===== src/rtl/mac_pkg.sv =====
package mac_pkg;

  typedef enum logic [2:0] {
    ALU_IDLE  = 3'd0,
    ALU_LDP   = 3'd1,
    ALU_ADDP  = 3'd2,
    ALU_SUBP  = 3'd3,
    ALU_ADDX  = 3'd4,
    ALU_SUBX  = 3'd5,
    ALU_CLR   = 3'd6,
    ALU_IDLE2 = 3'd7
  } alu_op_e;

  typedef struct packed {
    logic n;
    logic ov;
    logic z;
    logic c;
  } alu_flags_t;

  localparam int unsigned RD_SEL_W = 2;

endpackage


===== src/rtl/mac_operand_regs.sv =====
module mac_operand_regs #(
  parameter int unsigned DATA_W = 16
) (
  input  logic              clk,
  input  logic              rst_n,
  input  logic              wr_x_en,
  input  logic              wr_y_en,
  input  logic [DATA_W-1:0] wr_data,
  output logic [DATA_W-1:0] x_q,
  output logic [DATA_W-1:0] y_q,
  output logic              load_pend_q
);

  logic [DATA_W-1:0] x_d, y_d;
  logic              load_pend_d;

  always_comb begin
    x_d         = x_q;
    y_d         = y_q;
    load_pend_d = wr_x_en | wr_y_en;
    if (wr_x_en) x_d = wr_data;
    if (wr_y_en) y_d = wr_data;
  end

  always_ff @(posedge clk or negedge rst_n) begin
    if (!rst_n) begin
      x_q         <= '0;
      y_q         <= '0;
      load_pend_q <= 1'b0;
    end else begin
      x_q         <= x_d;
      y_q         <= y_d;
      load_pend_q <= load_pend_d;
    end
  end


  x_write_chk: assert property (@(posedge clk) disable iff (!rst_n)
    wr_x_en |=> (x_q == $past(wr_data)));


  y_keep_chk: assert property (@(posedge clk) disable iff (!rst_n)
    !wr_y_en |=> $stable(y_q));

endmodule


===== src/rtl/mac_product_reg.sv =====
module mac_product_reg #(
  parameter int unsigned DATA_W  = 16,
  parameter int unsigned ACC_W   = 24,
  parameter int unsigned SHIFT_N = 3
) (
  input  logic              clk,
  input  logic              rst_n,
  input  logic [DATA_W-1:0] x_i,
  input  logic [DATA_W-1:0] y_i,
  input  logic              load_i,
  input  logic              shift_mode,
  output logic [ACC_W-1:0]  p_q,
  output logic              valid_q
);

  localparam int unsigned PROD_W = 2 * DATA_W;

  logic signed [PROD_W-1:0] full_prod;
  logic signed [ACC_W-1:0]  upper_prod;
  logic signed [ACC_W-1:0]  scaled_prod;
  logic [ACC_W-1:0]         p_d;
  logic                     valid_d;

  always_comb begin
    full_prod  = $signed(x_i) * $signed(y_i);
    upper_prod = full_prod[PROD_W-1 -: ACC_W];
  end

  generate
    if (SHIFT_N == 0) begin : g_noshift
      always_comb scaled_prod = upper_prod;
    end else begin : g_shift
      always_comb scaled_prod = shift_mode ? (upper_prod >>> SHIFT_N) : upper_prod;
    end
  endgenerate

  always_comb begin
    p_d     = load_i ? scaled_prod : p_q;
    valid_d = load_i;
  end

  always_ff @(posedge clk or negedge rst_n) begin
    if (!rst_n) begin
      p_q     <= '0;
      valid_q <= 1'b0;
    end else begin
      p_q     <= p_d;
      valid_q <= valid_d;
    end
  end


  prod_hold_chk: assert property (@(posedge clk) disable iff (!rst_n)
    !load_i |=> $stable(p_q));


  prod_strobe_chk: assert property (@(posedge clk) disable iff (!rst_n)
    load_i |=> valid_q);


  shift_sign_chk: assert property (@(posedge clk) disable iff (!rst_n)
    (load_i && shift_mode) |=>
      ((p_q[ACC_W-1 -: SHIFT_N+1] == '0) || (p_q[ACC_W-1 -: SHIFT_N+1] == '1)));

endmodule


===== src/rtl/mac_alu.sv =====
module mac_alu
  import mac_pkg::*;
#(
  parameter int unsigned DATA_W = 16,
  parameter int unsigned ACC_W  = 24
) (
  input  logic [ACC_W-1:0]  a_i,
  input  logic [ACC_W-1:0]  p_i,
  input  logic [DATA_W-1:0] x_i,
  input  alu_op_e           op_i,
  input  logic              sat_mode,
  output logic [ACC_W-1:0]  res_o,
  output alu_flags_t        flags_o,
  output logic              active_o
);

  localparam int unsigned GUARD_W = ACC_W - DATA_W;
  localparam logic [ACC_W-1:0] MAX_POS = {1'b0, {(ACC_W-1){1'b1}}};
  localparam logic [ACC_W-1:0] MIN_NEG = {1'b1, {(ACC_W-1){1'b0}}};

  logic [ACC_W-1:0] opnd_b;
  logic [ACC_W:0]   sum_ext;
  logic [ACC_W:0]   dif_ext;
  logic [ACC_W-1:0] raw;
  logic             ov_raw;
  logic             carry;
  logic             is_sub;
  logic             is_arith;

  always_comb begin
    is_sub   = (op_i == ALU_SUBP) || (op_i == ALU_SUBX);
    is_arith = (op_i == ALU_ADDP) || (op_i == ALU_SUBP) ||
               (op_i == ALU_ADDX) || (op_i == ALU_SUBX);
    active_o = (op_i != ALU_IDLE) && (op_i != ALU_IDLE2);

    if ((op_i == ALU_ADDX) || (op_i == ALU_SUBX))
      opnd_b = {x_i, {GUARD_W{1'b0}}};
    else
      opnd_b = p_i;

    sum_ext = {1'b0, a_i} + {1'b0, opnd_b};
    dif_ext = {1'b0, a_i} - {1'b0, opnd_b};

    raw    = '0;
    ov_raw = 1'b0;
    carry  = 1'b0;
    if (op_i == ALU_LDP) begin
      raw = p_i;
    end else if (is_arith && !is_sub) begin
      raw    = sum_ext[ACC_W-1:0];
      carry  = sum_ext[ACC_W];
      ov_raw = (a_i[ACC_W-1] == opnd_b[ACC_W-1]) && (raw[ACC_W-1] != a_i[ACC_W-1]);
    end else if (is_arith) begin
      raw    = dif_ext[ACC_W-1:0];
      carry  = dif_ext[ACC_W];
      ov_raw = (a_i[ACC_W-1] != opnd_b[ACC_W-1]) && (raw[ACC_W-1] != a_i[ACC_W-1]);
    end

    if (sat_mode && ov_raw)
      res_o = raw[ACC_W-1] ? MAX_POS : MIN_NEG;
    else
      res_o = raw;

    flags_o.n  = res_o[ACC_W-1];
    flags_o.ov = ov_raw;
    flags_o.z  = (res_o == '0);
    flags_o.c  = carry;
  end

  always_comb begin

    if (sat_mode && ov_raw) begin
      sat_bound_chk: assert ((res_o == MAX_POS) || (res_o == MIN_NEG));
    end

    if (!is_arith) begin
      no_arith_flags_chk: assert (!flags_o.c && !flags_o.ov);
    end
  end

endmodule


===== src/rtl/mac_datapath.sv =====
module mac_datapath
  import mac_pkg::*;
#(
  parameter int unsigned DATA_W  = 16,
  parameter int unsigned ACC_W   = 24,
  parameter int unsigned SHIFT_N = 3
) (
  input  logic                clk,
  input  logic                rst_n,
  input  logic [DATA_W-1:0]   wr_data,
  input  logic                wr_x_en,
  input  logic                wr_y_en,
  input  logic                wr_a_en,
  input  logic                alu_en,
  input  logic [2:0]          alu_op,
  input  logic                shift3_mode,
  input  logic                sat_mode,
  input  logic [RD_SEL_W-1:0] rd_sel,
  output logic [DATA_W-1:0]   rd_data,
  output logic [ACC_W-1:0]    acc_out,
  output logic [3:0]          flags,
  output logic                prod_valid
);

  localparam int unsigned GUARD_W = ACC_W - DATA_W;

  logic [1:0]        rst_sync_q;
  logic              rst_int_n;
  logic [DATA_W-1:0] x_q, y_q;
  logic              load_pend;
  logic [ACC_W-1:0]  p_q;
  logic [ACC_W-1:0]  alu_res;
  alu_flags_t        alu_flags;
  logic              alu_active;
  logic [ACC_W-1:0]  acc_q, acc_d;
  alu_flags_t        flags_q, flags_d;
  logic              acc_en, flags_en;

  // asynchronous assert, synchronous release
  always_ff @(posedge clk or negedge rst_n) begin
    if (!rst_n) rst_sync_q <= 2'b00;
    else        rst_sync_q <= {rst_sync_q[0], 1'b1};
  end
  assign rst_int_n = rst_sync_q[1];

  mac_operand_regs #(.DATA_W(DATA_W)) opnd_i (
    .clk         (clk),
    .rst_n       (rst_int_n),
    .wr_x_en     (wr_x_en),
    .wr_y_en     (wr_y_en),
    .wr_data     (wr_data),
    .x_q         (x_q),
    .y_q         (y_q),
    .load_pend_q (load_pend)
  );

  mac_product_reg #(.DATA_W(DATA_W), .ACC_W(ACC_W), .SHIFT_N(SHIFT_N)) prod_i (
    .clk        (clk),
    .rst_n      (rst_int_n),
    .x_i        (x_q),
    .y_i        (y_q),
    .load_i     (load_pend),
    .shift_mode (shift3_mode),
    .p_q        (p_q),
    .valid_q    (prod_valid)
  );

  mac_alu #(.DATA_W(DATA_W), .ACC_W(ACC_W)) alu_i (
    .a_i      (acc_q),
    .p_i      (p_q),
    .x_i      (x_q),
    .op_i     (alu_op_e'(alu_op)),
    .sat_mode (sat_mode),
    .res_o    (alu_res),
    .flags_o  (alu_flags),
    .active_o (alu_active)
  );

  always_comb begin
    acc_en   = wr_a_en | (alu_en & alu_active);
    flags_en = ~wr_a_en & alu_en & alu_active;
    acc_d    = wr_a_en ? {wr_data, {GUARD_W{1'b0}}} : alu_res;
    flags_d  = alu_flags;
  end

  always_ff @(posedge clk or negedge rst_int_n) begin
    if (!rst_int_n) begin
      acc_q   <= '0;
      flags_q <= '0;
    end else begin
      if (acc_en)   acc_q   <= acc_d;
      if (flags_en) flags_q <= flags_d;
    end
  end

  always_comb begin
    unique case (rd_sel)
      2'd0:    rd_data = acc_q[ACC_W-1 -: DATA_W];
      2'd1:    rd_data = p_q[ACC_W-1 -: DATA_W];
      2'd2:    rd_data = x_q;
      default: rd_data = y_q;
    endcase
  end

  assign acc_out = acc_q;
  assign flags   = flags_q;


  acc_word_load_chk: assert property (@(posedge clk) disable iff (!rst_int_n)
    wr_a_en |=> (acc_q == {$past(wr_data), {GUARD_W{1'b0}}}) && $stable(flags_q));


  acc_idle_hold_chk: assert property (@(posedge clk) disable iff (!rst_int_n)
    (!wr_a_en && !(alu_en && alu_active)) |=> ($stable(acc_q) && $stable(flags_q)));


  nz_flag_chk: assert property (@(posedge clk) disable iff (!rst_int_n)
    (!wr_a_en && alu_en && alu_active) |=>
      ((flags_q.z == (acc_q == '0)) && (flags_q.n == acc_q[ACC_W-1])));


  valid_timing_chk: assert property (@(posedge clk) disable iff (!rst_int_n)
    (wr_x_en || wr_y_en) |=> ##1 prod_valid);

endmodule


===== config.mk =====
export PLATFORM = sky130hd
export DESIGN_NAME = mac_datapath
export DESIGN_NICKNAME = d
export VERILOG_FILES = /design/src/rtl/mac_pkg.sv /design/src/rtl/mac_operand_regs.sv /design/src/rtl/mac_product_reg.sv /design/src/rtl/mac_alu.sv /design/src/rtl/mac_datapath.sv
export SDC_FILE = /design/constraint.sdc
export NUM_CORES = 1
export LEC_CHECK = 0
export BUFFER_PORTS_ARGS = -buffer_cell sky130_fd_sc_hd__buf_4
export CAP_MARGIN = 20
export CORE_MARGIN = 5
export CORE_UTILIZATION = 35
export CTS_BUF_LIST = sky130_fd_sc_hd__clkbuf_4 sky130_fd_sc_hd__clkbuf_8 sky130_fd_sc_hd__clkbuf_16
export DETAILED_ROUTE_END_ITERATION = 8
export HOLD_SLACK_MARGIN = 0.06
export PLACE_DENSITY = 0.52
export SYNTH_ARGS = -nofsm -noshare
export SYNTH_HDL_FRONTEND = slang
export SYNTH_SLANG_ARGS = --single-unit

===== constraint.sdc =====
create_clock -name clk -period 6.2 [get_ports clk]
set_clock_uncertainty 0.2 [all_clocks]
set_input_delay 0 -clock clk [delete_from_list [all_inputs] [get_ports clk]]
set_output_delay 0 -clock clk [all_outputs]
set_load 0.01 [all_outputs]

==> results.yml <==
status:
  status: "complete, but fails checks"
  failed_checks: "setup timing"
global_route:
  globalRouteTotalUtil_pct: 20.2
  grt_pass1_vias: 14600
  antenna_found_initial: 0
  grt_start_max_net_pins: 64
  grt_util_met1_pct: 28.9
  grtUsageMet2_pct: 32.9
  grt_overflow: 0
  grt_most_used_layer: "met2"
  grt_use_met3_pct: 2.63
  grt_pass1_wl_um: 84500
clock_network:
  clock_sinks: 88
  cts_max_level: 3
  clockRootBuffer: "clkbuf_16"
  cts_tree: "yes"
  clock_latency_ns: 0.37
  clkTransAtPathRegs_ns: 0.09
  numCtsBuffers: 9
  clock_path_buffers: 2
synth:
  synthFlopType: "dfrtp_1"
  ys_ff_latch: 88
  postSynth.asyncResetShare_pct: 100
  synth_nets: 2305
  synth_area_leader_cell: "fa_1"
  avgSynthCellArea_um2: 8.95
  synth_area_leaders: "fa_1, dfrtp_1, ha_1, inv_1, and2_1"
  seq_area_frac_synth_pct: 13.0
  yosysWarnings: 0
  synth_area_mm2: 0.0169
  synth_top_area_share_pct: 31.2
  ys_types: 81
  syn_inst: 1885
  synth-edff-count: 0
  ys_top_cells_by_count: "inv_1, fa_1, nand2_1"
  yosysMostFrequentCell: "inv_1"
place:
  routabilityCongestion: 0.872
  placed_area_mm2: 0.0192
  dp_hpwl_um: 43400
  portBuffers: 73
critical_path:
  worst_path_max_delay_cell: "fa_1"
  critPathRequiredTime_ns: 6.24
  cp_cell_sequence: "buf_8 -> nand2_1 -> fa_1 -> fa_1 -> fa_2 -> fa_1 -> inv_1 -> fa_1 -> fa_1 -> ha_4 -> o21ai_2 -> a21oi_2 -> nor2_2 -> o21a_2 -> o31ai_4 -> a41o_1 -> buf_4 -> buf_6 -> o21a_1 -> nor2_1 -> xnor2_1 -> buf_4 -> mux2i_1 -> a21oi_1"
  cp_slowest_stage_delay_ns: 0.59
  cpMostUsedCell: "fa_1"
  critical_path.max_fanout: 7
  cp_data_arrival_time_ns: 6.61
  start_kind: "register"
  end_kind: "register"
  crit_family: "adder cells"
  critical_path_class: "register to register"
  worst-path-buf-inv: 5
sta:
  finalSetupTns_ns: -3.22
  fmax_ghz: 0.152
  hold_violations: 0
  fin_crit_sh_pct: 106
  tightest_slew_ns: 1.01
  setup_violations: 11
  grt_setup_unrepaired: "yes"
  relSlewSlack_pct: 32.4
  maxSlewViolCount: 0
  fin_ws_ns: -0.378
  period_needed_ns: 6.58
floorplan:
  ioPinCount: 74
  core_mm2: 0.0477
  die_h_um: 230
  placementRows: 80
  dieArea_mm2: 0.0527
  fp.dieW_um: 230
  initial_core_util_pct: 35.3
finish:
  area_delta_synth_final_pct: 22.2
  drive_gt1_share_pct: 23.5
  diodes: 0
  fin_nets: 2525
  final_area_mm2: 0.0206
routing:
  drt_iter0_drc: 936
  vias: 14000
  drt-total-wl_um: 53100
  drc: 0
  antenna_left: 0
  vias_per_cell: 5.14
  wl_per_cell_um: 19.5
  drt_pass1_iterations: 5
hold_path:
  holdCritPathClass: "register to asynchronous set/reset pin"
job:
  cap_viol_max_count: 0
## stage by stage
stage | util, % | std cells | hold WS [ns] | setup slack [ns]
floorplan | - | 1885 | -0.496 | -0.0805
global placement | 40.3 | 2647 | -0.416 | -0.615
detailed placement | 40.3 | 2647 | -0.416 | -0.710
CTS | 42.3 | 2714 | 0.0794 | -0.431
global route | 43.2 | 2725 | 0.0965 | -0.608
finish | 43.2 | 2725 | 0.0672 | -0.378
## sequential cells by signal, indices dropped and copies added, names as in the netlist
register,count
prod_i.valid_q,1
rst_sync_q,2
opnd_i.y_q,16
prod_i.p_q,24
opnd_i.x_q,16
flags,4
acc_out,24
opnd_i.load_pend_q,1
## per-layer routing
| layer | up-vias | routed length [um] |
|---|---|---|
| li1 | 6475 | - |
| met1 | 7103 | 24400 |
| met2 | 372 | 25000 |
| met3 | 58 | 2530 |
| met4 | 0 | 1230 |
| met5 | - | 0 |
## final cells by class
type / instances / area (um^2)
Timing Repair Buffer: 309 / 2570
Multi-Input combinational cell: 1366 / 13500
Sequential cell: 88 / 2230
Fill cell: 4705 / 27100
Tap cell: 615 / 769
Clock inverter: 7 / 65.1
Inverter: 331 / 1240
Clock buffer: 9 / 225
## worst paths after layout
| kind | cells after the start | slack (ns) | to | startpoint |
|---|---|---|---|---|
| worst max-delay path | 24 | -0.38 | prod_i.p_q[18] | opnd_i.x_q[10] |
| worst min-delay path | 0 | 0.07 | flags[3] | rst_sync_q[1] |
| worst max register to register | 24 | -0.38 | prod_i.p_q[18] | opnd_i.x_q[10] |
| worst min register to register | 0 | 0.07 | flags[3] | rst_sync_q[1] |
| max in group asynchronous | 1 | 4.48 | opnd_i.y_q[1] | rst_sync_q[1] |
| min in group clk | 5 | 0.10 | acc_out[13] | alu_en |
## logic make-up (layout without fill, tap and decap cells)
family          Yosys count  count (layout)  share of synthesized area, %
simple gates            564             564                          16.0
mux                      81              81                          6.38
buf+inv                 431             656                          9.71
xor+xnor                 54              54                          2.80
flops                    88              88                          13.0
fa+ha+maj               391             391                          40.7
compound gates          275             275                          11.3
other cells               1               1                        0.0222
## timing repair
item	CTS	global route
hold buffers	38	0
pin swaps	27	37
endpoints found under the setup margin	20	20
hold endpoints to repair	66	0
gates resized for setup	66	82
setup buffers	14	15
## cells in the final DEF (no fill, tap or decap), types with 28 or more instances in the layout
cell           instances
mux2_2                52
inv_1                315
nor3_1                28
fa_1                 251
ha_1                 115
xnor2_1               37
a21oi_1               66
and2_1               115
buf_4                250
nand2_1              203
o21ai_0               36
dlygate4sd3_1         38
dfrtp_1               64
nor2_1               107
Power is left out: the tool's default activity adds up to more than one toggle a clock period on the data nets, which glitch-free logic cannot reach.
